<file path="config.mk">
export PLATFORM = sky130hd
export DESIGN_NAME = can_rxmb_bank
export DESIGN_NICKNAME = d
export VERILOG_FILES = /design/src/rtl/can_rxmb_pkg.sv /design/src/rtl/can_rxmb_alloc.sv /design/src/rtl/can_rxmb_slot.sv /design/src/rtl/can_rxmb_bank.sv
export SDC_FILE = /design/constraint.sdc
export NUM_CORES = 2
export LEC_CHECK = 0
export BUFFER_PORTS_ARGS = -buffer_cell sky130_fd_sc_hd__buf_2
export CAP_MARGIN = 20
export CORE_MARGIN = 4
export CORE_UTILIZATION = 25
export DETAILED_ROUTE_END_ITERATION = 8
export PLACE_DENSITY = 0.42
export SYNTH_ARGS = -nofsm -noshare
export SYNTH_HDL_FRONTEND = slang
export SYNTH_SLANG_ARGS = --single-unit
</file>
<file path="constraint.sdc">
create_clock -name clk -period 2.2 [get_ports clk]
set_input_delay 0.33 -clock clk [delete_from_list [all_inputs] [get_ports clk]]
set_output_delay 0.33 -clock clk [all_outputs]
set_load 0.1 [all_outputs]
</file>
<file path="src/rtl/can_rxmb_pkg.sv">
`timescale 1ns/1ps
package can_rxmb_pkg;

    localparam int ID_W      = 29;
    localparam int STD_W     = 11;
    localparam int LEN_W     = 4;
    localparam int DATA_W    = 64;
    localparam int WORD_W    = 32;

    // word bit positions seen by the host
    localparam int ID_STD_LSB   = 18;
    localparam int ID_EXT_BIT   = 29;
    localparam int ST_LEN_LSB   = 16;
    localparam int ST_RTR_BIT   = 20;
    localparam int ST_READY_BIT = 23;
    localparam int ST_LOST_BIT  = 24;
    localparam int MODE_LSB     = 24;
    localparam int MODE_W       = 3;

    typedef enum logic [MODE_W-1:0] {
        MB_OFF      = 3'd0,
        MB_RX       = 3'd1,
        MB_RX_OVWR  = 3'd2,
        MB_CONSUMER = 3'd4,
        MB_PRODUCER = 3'd5
    } mb_mode_e;

    typedef struct packed {
        logic              ext;
        logic [ID_W-1:0]   id;
        logic              rtr;
        logic [LEN_W-1:0]  len;
        logic [DATA_W-1:0] data;
    } frame_t;

    function automatic logic [WORD_W-1:0] pack_id_word(frame_t f);
        logic [WORD_W-1:0] w;
        w = '0;
        if (f.ext) begin
            w[ID_EXT_BIT] = 1'b1;
            w[ID_W-1:0]   = f.id;
        end else begin
            w[ID_STD_LSB +: STD_W] = f.id[STD_W-1:0];
        end
        return w;
    endfunction

    function automatic logic [WORD_W-1:0] pack_status_word(frame_t f, logic full, logic lost);
        logic [WORD_W-1:0] w;
        w = '0;
        w[ST_LEN_LSB +: LEN_W] = f.len;
        w[ST_RTR_BIT]          = f.rtr;
        w[ST_READY_BIT]        = full;
        w[ST_LOST_BIT]         = lost;
        return w;
    endfunction

    function automatic logic [WORD_W-1:0] pack_mode_word(mb_mode_e m);
        logic [WORD_W-1:0] w;
        w = '0;
        w[MODE_LSB +: MODE_W] = m;
        return w;
    endfunction

endpackage

</file>
<file path="src/rtl/can_rxmb_alloc.sv">
`timescale 1ns/1ps
// Picks the mailbox that takes an incoming frame: lowest free one,
// else the last one when it runs in overwrite mode, else none.
module can_rxmb_alloc #(
    parameter int NUM_MB    = 12,
    parameter bit OVWR_LAST = 1'b1
) (
    input  logic              valid,
    input  logic [NUM_MB-1:0] full_vec,
    output logic [NUM_MB-1:0] wr_vec
);

    logic found;

    always_comb begin
        wr_vec = '0;
        found  = 1'b0;
        for (int k = 0; k < NUM_MB; k++) begin
            if (!found && !full_vec[k]) begin
                wr_vec[k] = valid;
                found     = 1'b1;
            end
        end
        if (!found && OVWR_LAST) begin
            wr_vec[NUM_MB-1] = valid;
        end
    end

endmodule

</file>
<file path="src/rtl/can_rxmb_slot.sv">
`timescale 1ns/1ps
// One receive mailbox: stored frame plus ready and ignored flags.
module can_rxmb_slot
    import can_rxmb_pkg::*;
(
    input  logic   clk,
    input  logic   rst,
    input  logic   wr_en,
    input  logic   rearm,
    input  frame_t wr_frame,
    output logic   full,
    output logic   lost,
    output frame_t frame
);

    always_ff @(posedge clk) begin
        if (rst) begin
            full  <= 1'b0;
            lost  <= 1'b0;
            frame <= '0;
        end else if (wr_en) begin
            // a write wins over a re-arm bit in the same cycle
            frame <= wr_frame;
            full  <= 1'b1;
            if (full) begin
                lost <= 1'b1;
            end
        end else if (rearm) begin
            full <= 1'b0;
            lost <= 1'b0;
        end
    end

endmodule

</file>
<file path="src/rtl/can_rxmb_bank.sv">
`timescale 1ns/1ps
module can_rxmb_bank
    import can_rxmb_pkg::*;
#(
    parameter int NUM_MB    = 12,
    parameter bit OVWR_LAST = 1'b1,
    parameter int SEL_W     = $clog2(NUM_MB)
) (
    input  logic                clk,
    input  logic                rst,
    input  logic                frm_valid,
    input  logic                frm_ext,
    input  logic [ID_W-1:0]     frm_id,
    input  logic                frm_rtr,
    input  logic [LEN_W-1:0]    frm_len,
    input  logic [DATA_W-1:0]   frm_data,
    input  logic                rearm_we,
    input  logic [NUM_MB-1:0]   rearm_mask,
    input  logic [SEL_W-1:0]    rd_sel,
    output logic [WORD_W-1:0]   rd_mode_word,
    output logic [WORD_W-1:0]   rd_id_word,
    output logic [WORD_W-1:0]   rd_status_word,
    output logic [WORD_W-1:0]   rd_data_lo,
    output logic [WORD_W-1:0]   rd_data_hi,
    output logic [NUM_MB-1:0]   ready_vec,
    output logic                irq
);

    localparam int LAST_MB = NUM_MB - 1;

    frame_t              in_frame;
    logic [NUM_MB-1:0]   wr_vec;
    logic [NUM_MB-1:0]   full_vec;
    logic [NUM_MB-1:0]   lost_vec;
    logic [NUM_MB-1:0]   rearm_vec;
    frame_t              slot_frame [NUM_MB];

    function automatic mb_mode_e mode_of(int k);
        return (OVWR_LAST && k == LAST_MB) ? MB_RX_OVWR : MB_RX;
    endfunction

    always_comb begin
        in_frame.ext  = frm_ext;
        in_frame.id   = frm_id;
        in_frame.rtr  = frm_rtr;
        in_frame.len  = frm_len;
        in_frame.data = frm_data;
    end

    assign rearm_vec = rearm_we ? rearm_mask : '0;

    can_rxmb_alloc #(
        .NUM_MB    (NUM_MB),
        .OVWR_LAST (OVWR_LAST)
    ) u_alloc (
        .valid    (frm_valid),
        .full_vec (full_vec),
        .wr_vec   (wr_vec)
    );

    for (genvar k = 0; k < NUM_MB; k++) begin : g_slot
        can_rxmb_slot u_slot (
            .clk      (clk),
            .rst      (rst),
            .wr_en    (wr_vec[k]),
            .rearm    (rearm_vec[k]),
            .wr_frame (in_frame),
            .full     (full_vec[k]),
            .lost     (lost_vec[k]),
            .frame    (slot_frame[k])
        );
    end

    // host read mux; indices beyond the bank read as zero
    always_comb begin
        rd_mode_word   = '0;
        rd_id_word     = '0;
        rd_status_word = '0;
        rd_data_lo     = '0;
        rd_data_hi     = '0;
        for (int k = 0; k < NUM_MB; k++) begin
            if (rd_sel == SEL_W'(k)) begin
                rd_mode_word   = pack_mode_word(mode_of(k));
                rd_id_word     = pack_id_word(slot_frame[k]);
                rd_status_word = pack_status_word(slot_frame[k], full_vec[k], lost_vec[k]);
                rd_data_lo     = slot_frame[k].data[WORD_W-1:0];
                rd_data_hi     = slot_frame[k].data[DATA_W-1:WORD_W];
            end
        end
    end

    assign ready_vec = full_vec;
    assign irq       = |full_vec;

endmodule

</file>
# After elaboration in Yosys (flattened, before gate mapping)
# Index checks and enable logic that the tools add are counted.
[totals] regBits=1212 input_bits=119 latchBits=0 wordCells=335 mem_bits_ro=0 ram_bits=0 out_inout_bits=173 n_memories=0
[classes] mul=0 mux=170 shifts=0 div=0 n_reduce_logical=58 addsub=0 n_bitwise=0 n_eq_ne=23 n_lt_le_gt_ge=0
[op_table] operator="32-bit two-way mux" count=57
[op_table] operator="18-bit two-way mux" count=12
[op_table] operator="11-bit two-way mux" count=12
[op_table] operator="1-bit two-way mux" count=85
[op_table] operator="25-bit two-way mux" count=2
[op_table] operator="30-bit two-way mux" count=1
[op_table] operator="2-bit inequality test, second input constant" count=12
[op_table] operator="2-bit AND reduction" count=12
[op_table] operator="2-bit nonzero test" count=12
[op_table] operator="1-bit zero test" count=21
[op_table] operator="4-bit by 3-bit equality test with 1-bit output, second input constant" count=4
[op_table] operator="4-bit equality test, second input constant" count=4
[op_table] operator="12-bit two-way mux" count=1
[op_table] operator="12-bit OR reduction" count=1
[op_table] operator="1-bit logical AND" count=11
[op_table] operator="4-bit by 2-bit equality test with 1-bit output, second input constant" count=2
[op_table] operator="4-bit by 1-bit equality test with 1-bit output, second input constant" count=1
[op_table] operator="4-bit zero test" count=1

# Longest topological paths before layout
[logic_depth] word_depth=36 ltp_mapped=10 mapped_depth_nobuf=5

# Modules after synthesis
# A second synthesis with hierarchy kept.
[unflattened] cells_unflattened=5555 area_unflattened_um2=56027.5
[by_module_without_submodules] mod="can_rxmb_slot" cells_per_inst=329 area_per_inst_um2=3667.3 seq_area_each_um2=2021.9 n_inst=12
[by_module_without_submodules] mod="can_rxmb_bank" cells_per_inst=1588 area_per_inst_um2=11893.9 seq_area_each_um2=0.0 n_inst=1
[by_module_without_submodules] mod="can_rxmb_alloc" cells_per_inst=19 area_per_inst_um2=126.4 seq_area_each_um2=0.0 n_inst=1

# Worst setup path before layout
# OpenSTA, ideal clock, no wires.
[synth_timing] path_type="input to output" from="in rd_sel[1]" to="out rd_data_hi[23]" cell_stages=8 t_required_ps=1870 arrival_time_ps=3793 slack_ps=-1923 path_buffers=3 path_cell_list="buf_2 buf_4 and2_0 nand2_2 clkinv_1 clkbuf_1 a21oi_1 a21oi_1"
[synth_via] elab_chain_cells=13 word_cells_on_any_way=24 classes_between="11 x eq/ne; 12 x mux; 1 x reduce/logical"
[synth_rtl] item="from (decl)" line="can_rxmb_bank.sv:19" rtl="input logic [SEL_W-1:0] rd_sel,"
[synth_rtl] item="4-bit zero test" line="can_rxmb_bank.sv:82" rtl="if (rd_sel == SEL_W'(k)) begin"
[synth_rtl] item="32-bit two-way mux (11 in a row)" line="can_rxmb_bank.sv:82"
[synth_rtl] item="32-bit two-way mux *" line="can_rxmb_bank.sv:82"
[synth_rtl] item="to (decl)" line="can_rxmb_bank.sv:24" rtl="output logic [WORD_W-1:0] rd_data_hi,"
# Every way passes the cells marked *; elsewhere a longest branch is shown, timed or not.

# Worst setup path in the final report
[layout_timing] from="reg g_slot[1].u_slot.frame[98] in the netlist's numbering" to="out rd_id_word[22]"
[layout_via] elab_chain_cells=12
[layout_rtl] item="from (decl)" line="can_rxmb_slot.sv:13" rtl="output frame_t frame"
[layout_rtl] item="from (signal assigned)" line="can_rxmb_slot.sv:23" rtl="frame <= wr_frame;"
[layout_rtl] item="11-bit two-way mux" line="can_rxmb_pkg.sv:39" rtl="if (f.ext) begin"
[layout_rtl] item="32-bit two-way mux (11 in a row)" line="can_rxmb_bank.sv:82"
[layout_rtl] item="to (decl)" line="can_rxmb_bank.sv:21" rtl="output logic [WORD_W-1:0] rd_id_word,"
# No other way between the ends.

==> impl_table.tex <==
\begin{tabular}{lr}
\hline
Metric & Value \\
\hline
\multicolumn{2}{l}{\textbf{Timing}} \\
Hold\_ws & 0.184 ns \\
Transition time at the pin with the least slew margin & 0.641 ns \\
Highest Clock Rate & 0.344 GHz \\
Final worst slack & -0.705 ns \\
Post-layout minimum cycle time & 2.91 ns \\
Number of hold-slack violations in the final timing report & 0 \\
RSZ-0062 raised after global routing & yes \\
Setup violation total in the final timing report & 102 \\
Headroom to the max-slew limit & 57.2\% \\
Period Utilization, post-route & 132\% \\
Count of final max-slew check failures & 0 \\
Clk\_skew & 0.0428 ns \\
\multicolumn{2}{l}{\textbf{Setup path}} \\
Count of buffering cells on the critical path with inverters included & 3 \\
Worst path slowest cell & dfxtp\_4 \\
Startpoint of the worst-slack reg-to-reg timing path & g\_slot[1].u\_slot.full\$\_SDFFE\_PP0P\_ \\
Critical Path End Type & output port \\
Max Fanout on Critical Path & 4 \\
Ordered list of cells on the worst path & buf\_8 -> buf\_6 -> mux2i\_1 -> o22a\_1 -> o21ai\_2 -> a211oi\_2 -> o21ai\_4 -> buf\_12 \\
Slowest Stage Delay on Critical Path & 0.36 ns \\
Required time at the worst-slack endpoint & 1.87 ns \\
Kind of critical path & reg -> out \\
Reg2reg path depth & 9 \\
Startpoint types & flip-flop \\
Cell type group with the largest total delay on the critical path & compound AO/OA/AOI/OAI gates \\
Crit path DAT & 2.58 ns \\
Flop2flop setup slack & 0.04 ns \\
Crit Reg-Reg Endpoint & g\_slot[7].u\_slot.frame[97]\$\_SDFFE\_PP0P\_ \\
\multicolumn{2}{l}{\textbf{Worst hold path}} \\
Tightest Hold Check Type & in -> reg \\
Count of cells along the worst hold path & 5 \\
Critical hold path startpoint & frm\_valid \\
End point of the worst hold path & g\_slot[2].u\_slot.full\$\_SDFFE\_PP0P\_ \\
\multicolumn{2}{l}{\textbf{Place}} \\
Half-perimeter wire length after detailed placement & 162 mm \\
Weighted congestion at the end of routability-driven global placement & 0.849 \\
Count of buffers inserted at the top-level ports & 234 \\
Post-placement worst setup slack & -0.487 ns \\
\multicolumn{2}{l}{\textbf{Synthesis}} \\
Number of enable-type register cells in the synthesized netlist & 0 \\
Adder and majority gate portion of the synthesized area & 0\% \\
Number of distinct standard cells referenced by the synthesized netlist & 62 \\
Largest cells by area after synthesis & dfxtp\_1 45\%, nand2\_1 17\%, a21oi\_1 12\% \\
Syn Inst Count & 7004 \\
Simple-gate share of the synthesized area & 20.0\% \\
Portion of synthesized cell area occupied by the leading cell type & 45.4\% \\
Average cell area after synthesis & 7.63 um2 \\
Number of warnings reported in the yosys synthesis log & 0 \\
Dominant register cell in the synthesized netlist & dfxtp\_1 \\
Dominant cell type by area after synthesis & dfxtp\_1 \\
Combinational family with the most area after synthesis & compound AO/OA/AOI/OAI gates \\
Post-synthesis sequential area ratio & 45.4\% \\
Post-synthesis sequential element count & 1212 \\
Post-synthesis share of cell area spent on xor and xnor gates & 0\% \\
Mux contribution to synthesized area & 7.56\% \\
Synthesized area & 53400 um2 \\
Share of flip-flops with an asynchronous set or reset after synthesis & 0\% \\
Synth Area in Compound Gates & 20.4\% \\
\multicolumn{2}{l}{\textbf{Pwr}} \\
Power density of the placed cells & 722 nW/um2 \\
Largest vdd supply drop & 0.895 mV \\
Leakage Power & 0.0250 uW \\
\multicolumn{2}{l}{\textbf{Clock network}} \\
Clock tree from TritonCTS & yes \\
H-tree depth & 4 \\
Bufs on Longest Clock Path & 3 \\
Clk Latency, worst-skew pair & 0.82 ns \\
TritonCTS Buffers & 151 \\
Total clock sinks & 1212 \\
Clk root buf & clkbuf\_16 \\
Clk slew on worst S/H paths & 0.06 ns \\
\multicolumn{2}{l}{\textbf{Cells and area}} \\
Area added between synthesis and finish & 39.3\% \\
Share of cells above drive strength 1 & 22.7\% \\
Leading cell type in the layout, fill and taps excluded & nand2\_1 \\
Number of nets in the finished design & 7516 \\
Leading cell types in the layout, fill and taps excluded & 2457 x nand2\_1, 1259 x a21oi\_1, 1070 x dfxtp\_1, 325 x buf\_12, 296 x buf\_4 \\
\multicolumn{2}{l}{\textbf{Detailed routing}} \\
Post-detailed-route wirelength per cell & 24.1 um \\
DRT Wirelength & 249 mm \\
Count of vias placed by the detailed router & 52200 \\
Number of DRC markers after the initial detailed-route iteration & 4173 \\
DRC violations left & 0 \\
Number of search-and-repair iterations in the first detailed-routing pass & 6 \\
Detailed-route vias per instance & 5.05 \\
Remaining antenna violation count after routing & 0 \\
\multicolumn{2}{l}{\textbf{Global routing}} \\
Total congestion overflow after global routing & 0 \\
Largest net degree at the start of global routing & 112 \\
Global-route wire length before repair & 357 mm \\
Antenna violations before repair & 17 \\
Via count of the first global-routing pass & 50200 \\
Tot GR Track Use & 21.5\% \\
\multicolumn{2}{l}{\textbf{Floorplan}} \\
Effective utilization at floorplan & 25.2\% \\
Number of rows created at floorplan & 169 \\
Die area & 221000 um2 \\
Standard cell core area & 212000 um2 \\
Die height & 470 um \\
Number of top-level design ports & 292 \\
Die Wd & 470 um \\
\multicolumn{2}{l}{\textbf{Outcome}} \\
Run status & finished, violations left \\
Violated checks & negative setup slack \\
\multicolumn{2}{l}{\textbf{Flow run}} \\
Max-cap check violation count & 0 \\
\hline
\end{tabular}
## cell type report
class	count	area, um2
timing repair buffer	944	11900
clock buffer	228	4470
clock inverter	46	638
multi-input combinational	5050	29300
inverter	38	151
fill	21800	138000
tap	2821	3530
antenna	6	15.0
sequential	1212	24500
## cells by family (layout without fill, tap and decap cells)
| logic type | after synthesis | after routing |
|---|---|---|
| multiplexers | 332 | 332 |
| buffers and inverters | 799 | 1256 |
| AND/OR/NAND/NOR | 2729 | 2730 |
| AO/OA/AOI/OAI | 1931 | 1931 |
| other | 1 | 63 |
| flip-flops | 1212 | 1212 |
## cells in the mapped netlist, types with 4 or more instances
master and instances:
buf_4 87, nand3_1 57, nand2b_1 10, a22o_1 52, inv_1 35, o221ai_1 18, mux4_2 53, o21a_1 4
or3_1 4, a22oi_1 31, nor4_1 6, a211oi_1 11, a31oi_1 41, o2bb2ai_1 15, dfxtp_1 1212, clkbuf_1 515
nor2_1 103, a221oi_1 58, buf_2 139, or2_2 5, o21ai_1 5, and3_1 9, buf_1 17, o22ai_1 60
a21oi_1 1298, mux2_2 42, a211o_1 5, o211ai_1 28, nor2b_1 8, nor3b_1 4, o21ai_0 214, o22a_1 12
a311oi_1 10, a32oi_1 37, mux2i_1 237, nand2_1 2462, nand3b_1 29, a221o_1 26, and2_1 7
## tightest hold or removal path, cell delays in order
cell and delay (ns):
buf_2 0.12, and3_4 0.17, buf_4 0.14, nand2b_4 0.11, a21oi_1 0.07
## worst max-delay path by stage
stage                     cells after the start                                    start             end  slack [ns]
after CTS                                     8  g_slot[1].u_slot.frame[98]$_SDFFE_PP0P_  rd_id_word[23]       -0.75
after global routing                          8  g_slot[2].u_slot.frame[98]$_SDFFE_PP0P_  rd_id_word[20]       -0.79
final                                         8  g_slot[1].u_slot.frame[98]$_SDFFE_PP0P_  rd_id_word[22]       -0.71
after floorplan                               6                                rd_sel[0]  rd_id_word[23]       -0.87
after global placement                        8                                rd_sel[2]   rd_id_word[0]       -0.47
after detailed placement                      8                                rd_sel[2]   rd_id_word[0]       -0.49
## power breakdown
group          internal (uW)  switching, uW
clock                  15000          10600
sequential             22100            119
combinational           1970           3970
## per-layer routing
| layer | up-vias | share of wire, % | global-route usage [%] |
|---|---|---|---|
| li1 | 24400 | - | - |
| met1 | 25800 | 43 | 27.9 |
| met2 | 1611 | 48 | 36.7 |
| met3 | 390 | 4.8 | 2.67 |
| met4 | 4 | 3.7 | 7.30 |
| met5 | - | 0.011 | 0 |
## sequential cells by signal (all words and copies together) (netlist names)
register / count
g_slot.u_slot.frame: 1188
g_slot.u_slot.full: 12
g_slot.u_slot.lost: 12
## metrics by stage
step           setup TNS (ns)  total power, uW  utilization, %  area (um2)  std cells
4_1_cts                -44.18            54200            34.5       73200      10300
5_1_grt                -46.51            55400            35.1       74500      10300
2_1_floorplan          -14.90            25900               -       55700       7060
6_report               -38.29            53800            35.1       74500      10300
3_5_place_dp           -30.98            28200            30.7       65100       9891
3_3_place_gp           -29.77            28200            30.7       65100       9891
## what timing repair did
item | CTS | global route
pin swaps | 200 | 149
setup endpoints to repair | 105 | 181
buffers inserted | 28 | 27
hold buffers | 114 | 0
cloned | 9 | 8
endpoints found under the hold margin | 1212 | 0
resized for setup | 395 | 205
Note: power is estimated with default switching activity, not from simulation.
